[config.mk]
export PLATFORM = sky130hd
export DESIGN_NAME = pc_stack_unit
export DESIGN_NICKNAME = d
export VERILOG_FILES = /design/src/rtl/pcu_pkg.sv /design/src/rtl/pcu_next_addr.sv /design/src/rtl/pcu_ret_stack.sv /design/src/rtl/pcu_ctx_shadow.sv /design/src/rtl/pc_stack_unit.sv
export SDC_FILE = /design/constraint.sdc
export NUM_CORES = 1
export LEC_CHECK = 0
export BUFFER_PORTS_ARGS = -buffer_cell sky130_fd_sc_hd__buf_2
export CAP_MARGIN = 20
export CORE_MARGIN = 8
export CORE_UTILIZATION = 45
export CTS_BUF_LIST = sky130_fd_sc_hd__clkbuf_4
export DETAILED_ROUTE_END_ITERATION = 8
export PLACE_DENSITY = 0.7
export SLEW_MARGIN = 30
export SYNTH_ARGS = -nofsm -noshare
export SYNTH_HDL_FRONTEND = slang
export SYNTH_HIERARCHICAL = 1
export SYNTH_SLANG_ARGS = --single-unit
[constraint.sdc]
create_clock -name clk -period 3.1 [get_ports clk]
set_input_delay 0.31 -clock clk [delete_from_list [all_inputs] [get_ports clk]]
set_output_delay 0.31 -clock clk [all_outputs]
set_load 0.01 [all_outputs]
[src/rtl/pcu_pkg.sv]
`timescale 1ns/1ps
package pcu_pkg;
  localparam int LOW_W  = 10;
  localparam int PAGE_W = 2;
  localparam int BYTE_W = 8;
  localparam int ADDR_W = LOW_W + PAGE_W;
  localparam int OP_W   = 4;

  localparam logic [OP_W-1:0] OP_SEQ  = 4'd0;
  localparam logic [OP_W-1:0] OP_JMP  = 4'd1;
  localparam logic [OP_W-1:0] OP_CALL = 4'd2;
  localparam logic [OP_W-1:0] OP_RET  = 4'd3;
  localparam logic [OP_W-1:0] OP_RETL = 4'd4;
  localparam logic [OP_W-1:0] OP_RETI = 4'd5;
  localparam logic [OP_W-1:0] OP_MOVP = 4'd6;
  localparam logic [OP_W-1:0] OP_ADDP = 4'd7;
  localparam logic [OP_W-1:0] OP_TBL  = 4'd8;
endpackage

[src/rtl/pcu_next_addr.sv]
`timescale 1ns/1ps
module pcu_next_addr
  import pcu_pkg::*;
#(
  parameter int LOW_W  = pcu_pkg::LOW_W,
  parameter int PAGE_W = pcu_pkg::PAGE_W,
  parameter int BYTE_W = pcu_pkg::BYTE_W,
  parameter int ADDR_W = LOW_W + PAGE_W,
  parameter logic [ADDR_W-1:0] VEC = 'h008
) (
  input  logic [OP_W-1:0]   op,
  input  logic [ADDR_W-1:0] pc,
  input  logic [LOW_W-1:0]  imm,
  input  logic [BYTE_W-1:0] acc,
  input  logic [PAGE_W-1:0] page,
  input  logic [ADDR_W-1:0] pop_data,
  input  logic              irq_take,
  output logic [ADDR_W-1:0] nxt,
  output logic [ADDR_W-1:0] push_data,
  output logic              push,
  output logic              pop,
  output logic              reti
);
  localparam int MID_W = LOW_W - BYTE_W;
  localparam logic [ADDR_W-1:0] ONE = 1;

  logic [ADDR_W-1:0] seq;
  logic [BYTE_W-1:0] lo_sum;

  always_comb begin
    seq       = pc + ONE;
    lo_sum    = pc[BYTE_W-1:0] + acc;
    nxt       = seq;
    push_data = seq;
    push      = 1'b0;
    pop       = 1'b0;
    reti      = 1'b0;
    if (irq_take) begin
      // the interrupted instruction has not run, so it is the return target
      nxt       = VEC;
      push      = 1'b1;
      push_data = pc;
    end else begin
      case (op)
        OP_JMP:  nxt = {page, imm};
        OP_CALL: begin
          nxt  = {page, imm};
          push = 1'b1;
        end
        OP_RET, OP_RETL: begin
          nxt = pop_data;
          pop = 1'b1;
        end
        OP_RETI: begin
          nxt  = pop_data;
          pop  = 1'b1;
          reti = 1'b1;
        end
        OP_MOVP: nxt = {page, {MID_W{1'b0}}, acc};
        OP_ADDP: nxt = {page, {MID_W{1'b0}}, lo_sum};
        OP_TBL:  nxt = {pc[ADDR_W-1:BYTE_W], lo_sum};
        default: nxt = seq;
      endcase
    end
  end
endmodule

[src/rtl/pcu_ret_stack.sv]
`timescale 1ns/1ps
module pcu_ret_stack #(
  parameter int ADDR_W = 12,
  parameter int DEPTH  = 8
) (
  input  logic              clk,
  input  logic              rst,
  input  logic              push,
  input  logic              pop,
  input  logic [ADDR_W-1:0] wdata,
  output logic [ADDR_W-1:0] rdata,
  output logic              ovf
);
  // DEPTH is a power of two so the pointer wraps by itself
  localparam int SP_W  = (DEPTH > 1) ? $clog2(DEPTH) : 1;
  localparam int CNT_W = $clog2(DEPTH + 1);
  localparam logic [SP_W-1:0]  SP_ONE = 1;
  localparam logic [CNT_W-1:0] C_ONE  = 1;
  localparam logic [CNT_W-1:0] C_FULL = CNT_W'(DEPTH);

  logic [ADDR_W-1:0] mem [DEPTH];
  logic [SP_W-1:0]   wp;
  logic [SP_W-1:0]   top_ptr;
  logic [CNT_W-1:0]  cnt;
  logic [ADDR_W-1:0] last_q;
  logic              empty;

  assign top_ptr = wp - SP_ONE;
  assign empty   = (cnt == '0);
  assign rdata   = empty ? last_q : mem[top_ptr];

  // storage without reset, written from one port only
  always_ff @(posedge clk) begin
    if (push) mem[wp] <= wdata;
  end

  always_ff @(posedge clk) begin
    if (rst) begin
      wp     <= '0;
      cnt    <= '0;
      last_q <= '0;
      ovf    <= 1'b0;
    end else if (push) begin
      wp     <= wp + SP_ONE;
      last_q <= wdata;
      if (cnt == C_FULL) ovf <= 1'b1;
      else               cnt <= cnt + C_ONE;
    end else if (pop && !empty) begin
      wp     <= top_ptr;
      cnt    <= cnt - C_ONE;
      last_q <= rdata;
    end
  end

  p_cnt_bound_r10: assert property (@(posedge clk) disable iff (rst)
    cnt <= C_FULL);
  p_ovf_set_r10: assert property (@(posedge clk) disable iff (rst)
    (push && cnt == C_FULL) |=> ovf);
  p_ovf_hold_r10: assert property (@(posedge clk) disable iff (rst)
    ovf |=> ovf);
  p_empty_pop_r11: assert property (@(posedge clk) disable iff (rst)
    (pop && !push && empty) |=> (empty && rdata == $past(rdata)));
endmodule

[src/rtl/pcu_ctx_shadow.sv]
`timescale 1ns/1ps
module pcu_ctx_shadow #(
  parameter int BYTE_W = 8,
  parameter int PAGE_W = 2
) (
  input  logic              clk,
  input  logic              rst,
  input  logic              save,
  input  logic              restore,
  input  logic [BYTE_W-1:0] acc_in,
  input  logic [BYTE_W-1:0] st_in,
  input  logic [PAGE_W-1:0] pg_in,
  output logic              load_o,
  output logic [BYTE_W-1:0] acc_o,
  output logic [BYTE_W-1:0] st_o,
  output logic [PAGE_W-1:0] pg_o
);
  logic [BYTE_W-1:0] sh_acc, sh_st;
  logic [PAGE_W-1:0] sh_pg;

  always_ff @(posedge clk) begin
    if (rst) begin
      sh_acc <= '0;
      sh_st  <= '0;
      sh_pg  <= '0;
      acc_o  <= '0;
      st_o   <= '0;
      pg_o   <= '0;
      load_o <= 1'b0;
    end else begin
      load_o <= restore;
      if (save) begin
        sh_acc <= acc_in;
        sh_st  <= st_in;
        sh_pg  <= pg_in;
      end
      if (restore) begin
        acc_o <= sh_acc;
        st_o  <= sh_st;
        pg_o  <= sh_pg;
      end
    end
  end

  p_restore_r9: assert property (@(posedge clk) disable iff (rst)
    (restore && !save) |=> (load_o && acc_o == $past(sh_acc)));
endmodule

[src/rtl/pc_stack_unit.sv]
`timescale 1ns/1ps
module pc_stack_unit
  import pcu_pkg::*;
#(
  parameter int LOW_W     = pcu_pkg::LOW_W,
  parameter int PAGE_W    = pcu_pkg::PAGE_W,
  parameter int BYTE_W    = pcu_pkg::BYTE_W,
  parameter int STK_DEPTH = 8,
  parameter int ADDR_W    = LOW_W + PAGE_W,
  parameter logic [ADDR_W-1:0] IRQ_VEC = 'h008
) (
  input  logic              clk,
  input  logic              rst,
  input  logic [OP_W-1:0]   op_i,
  input  logic [LOW_W-1:0]  imm_i,
  input  logic [BYTE_W-1:0] acc_i,
  input  logic [BYTE_W-1:0] status_i,
  input  logic [PAGE_W-1:0] page_i,
  input  logic              irq_i,
  output logic [ADDR_W-1:0] fetch_addr_o,
  output logic              ctx_load_o,
  output logic [BYTE_W-1:0] rest_acc_o,
  output logic [BYTE_W-1:0] rest_status_o,
  output logic [PAGE_W-1:0] rest_page_o,
  output logic              stk_ovf_o
);
  localparam logic [ADDR_W-1:0] ONE = 1;

  logic              in_isr;
  logic              irq_take;
  logic [ADDR_W-1:0] nxt, push_data, pop_data;
  logic              push, pop, reti;

  assign irq_take = irq_i && !in_isr;

  pcu_next_addr #(
    .LOW_W(LOW_W), .PAGE_W(PAGE_W), .BYTE_W(BYTE_W), .ADDR_W(ADDR_W), .VEC(IRQ_VEC)
  ) u_next (
    .op(op_i), .pc(fetch_addr_o), .imm(imm_i), .acc(acc_i), .page(page_i),
    .pop_data(pop_data), .irq_take(irq_take), .nxt(nxt), .push_data(push_data),
    .push(push), .pop(pop), .reti(reti)
  );

  pcu_ret_stack #(.ADDR_W(ADDR_W), .DEPTH(STK_DEPTH)) u_stack (
    .clk(clk), .rst(rst), .push(push), .pop(pop), .wdata(push_data),
    .rdata(pop_data), .ovf(stk_ovf_o)
  );

  pcu_ctx_shadow #(.BYTE_W(BYTE_W), .PAGE_W(PAGE_W)) u_shadow (
    .clk(clk), .rst(rst), .save(irq_take), .restore(reti),
    .acc_in(acc_i), .st_in(status_i), .pg_in(page_i),
    .load_o(ctx_load_o), .acc_o(rest_acc_o), .st_o(rest_status_o), .pg_o(rest_page_o)
  );

  always_ff @(posedge clk) begin
    if (rst) begin
      fetch_addr_o <= '0;
      in_isr       <= 1'b0;
    end else begin
      fetch_addr_o <= nxt;
      if (irq_take)  in_isr <= 1'b1;
      else if (reti) in_isr <= 1'b0;
    end
  end

  p_seq_r2: assert property (@(posedge clk) disable iff (rst)
    (!irq_take && op_i == OP_SEQ) |=> fetch_addr_o == $past(fetch_addr_o) + ONE);
  p_jmp_r3: assert property (@(posedge clk) disable iff (rst)
    (!irq_take && op_i == OP_JMP) |=> fetch_addr_o == {$past(page_i), $past(imm_i)});
  p_tbl_r7: assert property (@(posedge clk) disable iff (rst)
    (!irq_take && op_i == OP_TBL)
      |=> fetch_addr_o[ADDR_W-1:BYTE_W] == $past(fetch_addr_o[ADDR_W-1:BYTE_W]));
  p_vec_r8: assert property (@(posedge clk) disable iff (rst)
    irq_take |=> fetch_addr_o == IRQ_VEC);
  p_reti_strobe_r9: assert property (@(posedge clk) disable iff (rst)
    (!irq_take && op_i == OP_RETI) |=> ctx_load_o);
endmodule

==> results of run 1 <==
timing repair:
item	CTS	global route
hold buffers	17	0
endpoints found under the hold margin	17	0
buffers inserted	0	0
final timing paths:
| check | end | slack, ps | cells past startpoint |
|---|---|---|---|
| worst max-delay path | fetch_addr_o[10]$_SDFF_PP0_ | 430 | 11 |
| worst min-delay path | u_shadow/sh_acc[1]$_SDFFE_PP0P_ | 50 | 3 |
| worst max register to register | fetch_addr_o[10]$_SDFF_PP0_ | 430 | 11 |
| worst min register to register | in_isr$_SDFFE_PP0P_ | 490 | 1 |
layout make-up:
| class | instances | area, µm² |
|---|---|---|
| fillers | 1603 | 8580 |
| flip-flops and latches | 166 | 4280 |
| multi-input cells | 526 | 3600 |
| repair buffers | 126 | 836 |
| well taps | 229 | 287 |
| clock buffers | 19 | 143 |
| clock inverters | 13 | 121 |
| inverters | 14 | 52.6 |
| diodes | 2 | 5.00 |
metal layers:
| layer | GRT usage, % | vias up | part of all wire (%) |
|---|---|---|---|
| met5 | 0 | - | 0 |
| met4 | 5.84 | 0 | 1.4 |
| met3 | 3.79 | 21 | 4.1 |
| met2 | 26.7 | 145 | 47 |
| met1 | 23.8 | 2880 | 48 |
| li1 | - | 2930 | - |
cells in the final DEF, fill, tap and decap left out, types with 8 or more instances in the layout:
master and instances:
a21oi_1 36, buf_2 66, buf_4 42, clkbuf_4 19, dfxtp_1 70, dlygate4sd3_1 17
edfxtp_1 96, ha_1 11, inv_1 12, mux2i_1 88, nand2_1 51, nand2b_1 9
nand3_1 56, nand4_1 14, nor2_1 83, nor2b_1 21, nor3_1 8, nor3b_1 12
o21ai_0 8, o21ai_1 14, o21ai_2 10, xnor2_1 17, xor2_1 11
registers in the layout, indices dropped and copies added (netlist names):
signal / cells
u_stack/ovf: 1
u_shadow/load_o: 1
u_stack/mem: 96
u_stack/last_q: 12
u_shadow/sh_st: 8
u_shadow/pg_o: 2
u_shadow/sh_acc: 8
fetch_addr_o: 12
u_shadow/sh_pg: 2
u_stack/cnt: 4
u_stack/wp: 3
u_shadow/acc_o: 8
in_isr: 1
u_shadow/st_o: 8
per-stage QoR:
step           setup slack [ps]  cell area (µm²)
6_report                    426             9330
5_1_grt                     196             9320
4_1_cts                     401             9320
3_5_place_dp                436             8890
3_3_place_gp                485             8890
2_1_floorplan               124             8210
cell families (layout without fill, tap and decap cells):
logic type                 count (synthesis)  count (layout)  share of synthesized area (%)
AOI/OAI and AO/OA                        111             111                           9.15
other                                      0               2                              0
xor gates and xnor gates                  30              30                           3.38
buffers and inverters                     68             172                           4.36
and+or+nand+nor                          279             279                           17.2
muxes                                     92              92                           11.4
adders and majority gates                 14              14                           2.32
DFF                                      166             166                           52.2
worst max-delay path, stage by stage (launching register included):
cell      delay [ps]
dfxtp_1          400
inv_1             80
ha_2             690
mux2i_1          150
nand3_1          100
nand4_1          200
o21ai_1          260
nand2_1           80
a21oi_1          150
o21ai_0          110
a221oi_1         230
nor2b_1          160
where the power goes:
group | total (mW) | leakage, nW | switching, mW | internal [mW]
registers | 2.52 | 1.46 | 0.0767 | 2.45
clock network | 1.23 | 0.146 | 0.799 | 0.428
logic | 1.23 | 1.95 | 0.730 | 0.504
==> flow_metrics.py, run 1 <==
metrics = {
    "synthesis": {
        "netlist_instances": 760,
        "ys_seq_area_share_pct": 52.2,
        "yosysUniqueCellTypes": 67,
        "synth_top_area_share_pct": 35.1,
        "ys_async_sr_fraction_pct": 0,
        "syn_area_um2": 8210,
        "ys_seq_elements": 166,
        "synthTopCellsByArea": "edfxtp_1 (35%), dfxtp_1 (17%), mux2i_1 (11%)",
        "synth-main-ff-cell": "edfxtp_1",
        "yosysTopAreaCell": "edfxtp_1",
        "yosysMostFrequentCell": "edfxtp_1",
        "syn_avg_cell_area_um2": 10.8,
        "synthTopCellsByCount": "edfxtp_1 (96), mux2i_1 (88), nor2_1 (83)",
        "yosysWarnings": 6,
        "syn_nets": 809,
        "synth-edff-count": 96,
    },
    "timing": {
        "hold_viol": 0,
        "tns_ps": 0,
        "slew_headroom_pct": 45.3,
        "fin_skew_ps": 23.6,
        "finalCritPeriodShare_pct": 86.2,
        "tightest_slew_ps": 821,
        "layout_min_cycle_time_ps": 2670,
        "whs_ps": 48.2,
        "drv_slew": 0,
        "setup_viol": 0,
        "grt_setup_unrepaired": "no",
        "max_freq_mhz": 374,
    },
    "placement": {
        "portBuffers": 66,
        "dp_hpwl_mm": 13.1,
        "gp_congestion": 0.860,
        "dp.cells": 1044,
    },
    "grt": {
        "grt_start_max_net_pins": 44,
        "grt_pass1_wl_mm": 30.6,
        "gr-usage-all-layers_pct": 17.3,
        "antenna_found_initial": 1,
        "overflow": 0,
        "grt_pass1_vias": 5744,
    },
    "flow_run": {
        "drv_cap": 0,
    },
    "pwr": {
        "power_mw": 4.98,
        "powerDensity_nw_per_um2": 534,
        "irDropWorstVdd_mv": 0.242,
        "leakage_nw": 3.55,
    },
    "clock_network": {
        "path_clk_slew_ps": 140,
        "cts_resized": 0,
        "cts_tree": "built",
        "root_buffer": "clkbuf_4",
        "htree_levels": 4,
        "cts_sinks": 166,
        "clock_path_buffers": 2,
        "cts_buffers": 17,
        "clock_latency_ps": 590,
    },
    "die": {
        "fp-row-count": 49,
        "coreArea_um2": 17900,
        "ioPinCount": 67,
        "die_y_um": 151,
        "floorplan.initialDensity_pct": 45.8,
        "die-area_um2": 22800,
        "die_w_um": 151,
    },
    "hold_path": {
        "min_from": "acc_i[1]",
        "min-delay-path-class": "in2reg",
    },
    "final_layout": {
        "drive_above_1_share_pct": 20.1,
        "final_util_pct": 52.1,
        "area_growth_pct": 13.6,
        "instances_no_fill": 1095,
        "nNetsFinal": 900,
    },
    "drt": {
        "num_vias": 5976,
        "route.detailed.drc": 0,
        "drt_first_pass_iters": 5,
        "first_iter_violations": 532,
        "wl_per_cell_um": 17.6,
        "drtAntennaViolNets": 0,
        "wl_mm": 19.3,
        "drt-vias-per-instance": 5.46,
    },
    "critical_path": {
        "worst-setup-path-type": "reg2reg",
        "cp-end-kind": "flip-flop",
        "cp_data_required_time_ps": 3620,
        "crit_start": "u_stack/wp[1]$_SDFFE_PP0P_",
        "cp_data_arrival_time_ps": 3190,
        "r2r_start": "u_stack/wp[1]$_SDFFE_PP0P_",
        "cp-start-kind": "flip-flop",
        "critPathMaxFanout": 18,
    },
    "run_status": {
        "status": "complete, no violations",
    },
}
(Power assumes the default switching activity.)
==> run 2: changes to the inputs <==
- GPL_TIMING_DRIVEN: not set -> 0
==> run 2 against run 1 <==
  * Worst setup slack got worse by 310 ps
  * Final cell count rose by 1.4%
  * Clock power fell by 7%
  * Critical path depth rose by 3
  * Clock-buffer cell count did not move
  * Core utilization rose by 0.19 points
  * Die area did not move
  * Critical endpoint is now fetch_addr_o[11]$_SDFF_PP0_
  * Largest cell class unchanged
==> flow_metrics.py, run 2 (synthesized netlist as in run 1, its figures left out) <==
metrics = {
    "run_status": {
        "status": "complete, no violations",
    },
    "critical_path": {
        "crit_family": "compound AO/OA/AOI/OAI gates",
        "crit_slowest_cell": "dfxtp_1",
        "r2r_slack_ps": 110,
        "crit_chain": "inv_2, clkbuf_2, ha_1, buf_2, buf_4, mux2i_1, nand3_1, nand4_1, o21ai_2, nand2_1, a21oi_1, o21ai_0, a221oi_1, nor2b_1",
        "cp_num_buf_inv": 4,
        "worst-setup-path-type": "reg2reg",
        "cp_data_required_time_ps": 3630,
        "critPathMaxFanout": 10,
        "cp-start-kind": "flip-flop",
        "slowest_delay_ps": 400,
        "cp-end-kind": "flip-flop",
        "cp_data_arrival_time_ps": 3510,
    },
    "die": {
        "die-area_um2": 22800,
        "die_w_um": 151,
        "ioPinCount": 67,
        "coreArea_um2": 17900,
        "fp-row-count": 49,
        "floorplan.initialDensity_pct": 45.8,
        "die_y_um": 151,
    },
    "hold_path": {
        "min-delay-path-class": "in2reg",
    },
    "clock_network": {
        "cts_buffers": 17,
        "clock_latency_ps": 580,
        "htree_levels": 4,
        "root_buffer": "clkbuf_4",
        "post_cts_buffers": 0,
        "cts_sinks": 166,
        "path_clk_slew_ps": 140,
        "cts_tree": "built",
        "clock_path_buffers": 2,
    },
    "pwr": {
        "powerDensity_nw_per_um2": 526,
        "leakage_nw": 3.53,
        "irDropWorstVdd_mv": 0.220,
    },
    "drt": {
        "first_iter_violations": 485,
        "num_vias": 6130,
        "wl_per_cell_um": 18.0,
        "drt-vias-per-instance": 5.52,
        "wl_mm": 19.9,
        "drtAntennaViolNets": 0,
        "drt_first_pass_iters": 5,
        "route.detailed.drc": 0,
    },
    "timing": {
        "layout_min_cycle_time_ps": 2990,
        "tns_ps": 0,
        "drv_slew": 0,
        "finalCritPeriodShare_pct": 96.4,
        "setup_viol": 0,
        "whs_ps": 85.5,
        "max_freq_mhz": 335,
        "worst_slack_ps": 112,
        "tightest_slew_ps": 921,
        "fin_skew_ps": 16.4,
        "slew_headroom_pct": 38.4,
        "grt_setup_unrepaired": "yes",
        "hold_viol": 0,
    },
    "grt": {
        "grt_pass1_vias": 5861,
        "antenna_found_initial": 1,
        "grt_pass1_wl_mm": 31.4,
        "grt_start_max_net_pins": 17,
        "gr-usage-all-layers_pct": 17.8,
        "overflow": 0,
    },
    "final_layout": {
        "top_register": "u_stack/mem",
        "largest_reg_flops": 96,
        "area_growth_pct": 14.0,
        "final_cell_mix": "edfxtp_1 (96), mux2i_1 (88), buf_2 (84), nor2_1 (77), dfxtp_1 (70)",
        "top_regs": "u_stack/mem: 96 flops, fetch_addr_o: 12 flops, u_stack/last_q: 12 flops",
        "final_common_cell": "edfxtp_1",
        "num-fill-cells": 1636,
        "nNetsFinal": 916,
        "drive_above_1_share_pct": 19.5,
    },
    "flow_run": {
        "drv_cap": 0,
    },
    "placement": {
        "gp_congestion": 0.877,
        "place_ws_ps": -318,
        "dp_hpwl_mm": 14.4,
        "portBuffers": 66,
    },
}
[run 2: changes by cell type in the layout (fill, tap and decap cells not counted), sizes merged]
cell,before,now
buf,109,104
diode,2,1
bufinv,1,0
dlygate4sd3,17,20
clkbuf,19,37
clkinv,5,6
[run 2: final timing paths]
check,cells after the start,start,endpoint
worst max-delay path,14,u_stack/wp[0]$_SDFFE_PP0P_,fetch_addr_o[11]$_SDFF_PP0_
worst min-delay path,4,imm_i[3],fetch_addr_o[3]$_SDFF_PP0_
worst max register to register,14,u_stack/wp[0]$_SDFFE_PP0P_,fetch_addr_o[11]$_SDFF_PP0_
worst min register to register,1,in_isr$_SDFFE_PP0P_,in_isr$_SDFFE_PP0P_
[run 2: what timing repair did]
action / 4_1_cts / 5_1_grt
setup endpoints to repair: 93 / 79
endpoints found under the hold margin: 22 / 0
resized for setup: 6 / 14
hold buffers: 20 / 0
[run 2: through the flow]
step | utilization (%) | std cells | power, mW | instance area, µm²
finish | 52.3 | 1110 | 4.92 | 9360
global route | 52.3 | 1110 | 5.13 | 9360
CTS | 52.1 | 1109 | 4.93 | 9320
detailed placement | 49.5 | 1057 | 3.78 | 8860
global placement | 49.3 | 1055 | 3.75 | 8820
floorplan | - | 760 | 3.42 | 8210
[run 2: tightest hold or removal path, delay by kind of cell]
| family | cells | cell delay (ps) |
|---|---|---|
| and+or+nand+nor | 2 | 180 |
| buffers and inverters | 1 | 80 |
| AOI/OAI and AO/OA | 1 | 50 |
[run 2: power breakdown]
group	internal [mW]	switching, mW
Clock	0.347	0.792
Sequential	2.45	0.0686
Combinational	0.489	0.780
[run 2: layout make-up]
type / count / area [µm²] / area share [%]
Sequential cell: 166 / 4280 / 45.8
Multi-Input combinational cell: 526 / 3620 / 38.6
Timing Repair Buffer: 88 / 546 / 5.83
Buffer: 54 / 328 / 3.50
Tap cell: 229 / 287 / 3.06
Clock buffer: 19 / 143 / 1.52
Clock inverter: 13 / 97.6 / 1.04
Inverter: 14 / 56.3 / 0.602
Antenna cell: 1 / 2.50 / 0.0267
[run 2: routing by layer]
metal  vias up  GRT usage, %  part of all wire, %
met5         -             0                    0
met1      2929          24.2                   45
met3        25          2.96                  6.2
li1       2953             -                    -
met2       223          28.4                   47
met4         0          6.19                  1.6
==> run 3: changes to the inputs <==
- BUFFER_PORTS_ARGS: -buffer_cell sky130_fd_sc_hd__buf_2 -> not set
- DONT_BUFFER_PORTS: not set -> 1
- PLACE_DENSITY: 0.7 -> 0.67
==> run 3 against run 2 <==
  * Non-clock buffer count shrank 60
  * Flip-flop and latch count stayed put
  * Final cell count is 5.5% lower
  * Power up 1.1%
  * Routed wire length shrank 0.46%
  * Via count fell by 2.1%
  * Clock skew increased by 4.2 ps
  * Clock power grew 5%
  * Largest power group unchanged
==> flow_metrics.py, run 3 (synthesized netlist as in run 1, its figures left out) <==
metrics = {
    "grt": {
        "grt_pass1_wl_mm": 30.8,
        "antenna_found_initial": 1,
        "grt_start_max_net_pins": 17,
        "gr-usage-all-layers_pct": 17.7,
        "overflow": 0,
        "grt_pass1_vias": 5616,
    },
    "timing": {
        "fin_skew_ps": 20.7,
        "hold_viol": 0,
        "layout_min_cycle_time_ps": 2880,
        "tns_ps": 0,
        "tightest_slew_ps": 905,
        "setup_viol": 0,
        "grt_setup_unrepaired": "no",
        "max_freq_mhz": 347,
        "drv_slew": 0,
        "worst_slack_ps": 220,
        "finalCritPeriodShare_pct": 92.9,
        "slew_headroom_pct": 39.5,
    },
    "clock_network": {
        "cts_sinks": 166,
        "htree_levels": 4,
        "clock_latency_ps": 580,
        "cts_tree": "built",
        "clock_path_buffers": 2,
        "path_clk_slew_ps": 150,
        "root_buffer": "clkbuf_4",
        "cts_buffers": 17,
    },
    "final_layout": {
        "nNetsFinal": 856,
        "top_regs": "u_stack/mem: 96 flops, fetch_addr_o: 12 flops, u_stack/last_q: 12 flops",
        "area_growth_pct": 11.2,
        "largest_reg_flops": 96,
        "final_area_um2": 9130,
        "final_cell_mix": "edfxtp_1 (96), mux2i_1 (88), nor2_1 (77), dfxtp_1 (69), nand3_1 (56)",
        "drive_above_1_share_pct": 13.7,
        "instances_no_fill": 1049,
        "final_common_cell": "edfxtp_1",
        "top_register": "u_stack/mem",
    },
    "placement": {
        "gp_congestion": 0.868,
        "dp_hpwl_mm": 14.2,
        "portBuffers": 0,
        "dp.cells": 991,
        "dpl_cell_area_um2": 8530,
        "place_ws_ps": -368,
    },
    "pwr": {
        "irDropWorstVdd_mv": 0.231,
        "powerDensity_nw_per_um2": 546,
        "leakage_nw": 3.27,
    },
    "critical_path": {
        "cp_data_arrival_time_ps": 3410,
        "critPathMaxFanout": 10,
        "crit_slowest_cell": "dfxtp_2",
        "slowest_delay_ps": 360,
        "cp_data_required_time_ps": 3630,
        "worst-setup-path-type": "reg2reg",
        "cp-end-kind": "flip-flop",
        "ff2ff_path_depth": 14,
        "cp-start-kind": "flip-flop",
        "crit_chain": "inv_2, clkbuf_4, ha_1, buf_2, buf_6, mux2i_1, nand3_1, nand4_1, o21ai_2, nand2_1, a21oi_1, o21ai_0, a221oi_1, nor2b_1",
    },
    "die": {
        "coreArea_um2": 17900,
        "ioPinCount": 67,
        "die_w_um": 151,
        "fp-row-count": 49,
        "floorplan.initialDensity_pct": 45.8,
        "die-area_um2": 22800,
        "die_y_um": 151,
    },
    "drt": {
        "num_vias": 6000,
        "drtAntennaViolNets": 0,
        "drt-vias-per-instance": 5.72,
        "drt_first_pass_iters": 6,
        "wl_per_cell_um": 18.9,
        "wl_mm": 19.9,
        "route.detailed.drc": 0,
        "first_iter_violations": 543,
    },
    "run_status": {
        "status": "complete, no violations",
    },
    "hold_path": {
        "hold_depth": 4,
        "min-delay-path-class": "in2reg",
    },
    "flow_run": {
        "drv_cap": 0,
    },
}
[run 3: repair_timing]
action | in CTS | in global routing
endpoints found under the hold margin | 35 | 0
gates resized for setup | 6 | 22
setup buffers | 0 | 5
hold buffers | 21 | 0
pin swaps | 0 | 2
setup endpoints to repair | 101 | 92
[run 3: stage by stage]
step	total power [mW]	hold WS, ps	utilization, %
6_report	4.98	196	51.0
3_5_place_dp	3.74	384	47.7
4_1_cts	4.95	143	50.4
3_3_place_gp	3.72	384	47.4
2_1_floorplan	3.42	382	-
5_1_grt	5.22	172	51.0
[run 3: path summary, 6_finish.rpt]
kind	from	end	slack [ps]
min reg2reg	in_isr$_SDFFE_PP0P_	in_isr$_SDFFE_PP0P_	480
max	u_stack/wp[0]$_SDFFE_PP0P_	fetch_addr_o[11]$_SDFF_PP0_	220
max reg2reg	u_stack/wp[0]$_SDFFE_PP0P_	fetch_addr_o[11]$_SDFF_PP0_	220
min	acc_i[0]	fetch_addr_o[0]$_SDFF_PP0_	200
[run 3: worst max-delay path, delay by kind of cell, from the launching register on]
kind            cells  cell delay (ps)
simple gates        4              540
compound gates      4              810
flops               1              360
fa+ha+maj           1              250
buf+inv             4              740
mux                 1              150
[run 3: power by group]
part	internal (mW)	switching, mW
registers	2.45	0.0817
clock network	0.417	0.781
logic	0.486	0.766
total	3.35	1.63
[run 3: per-layer routing]
metal,vias up,routed length [µm],track usage [%]
li1,2840,-,-
met1,2902,8660,23.4
met2,227,9330,27.9
met3,31,1450,4.45
met4,0,410,6.19
met5,-,0,0
[run 3: final cells by class]
cell class / instances / area (µm²)
fill: 1647 / 8780
sequential: 166 / 4290
multi-input combinational: 526 / 3610
buffer: 54 / 350
tap: 229 / 287
timing repair buffer: 28 / 275
clock buffer: 18 / 135
clock inverter: 13 / 124
inverter: 14 / 56.3
antenna: 1 / 2.50
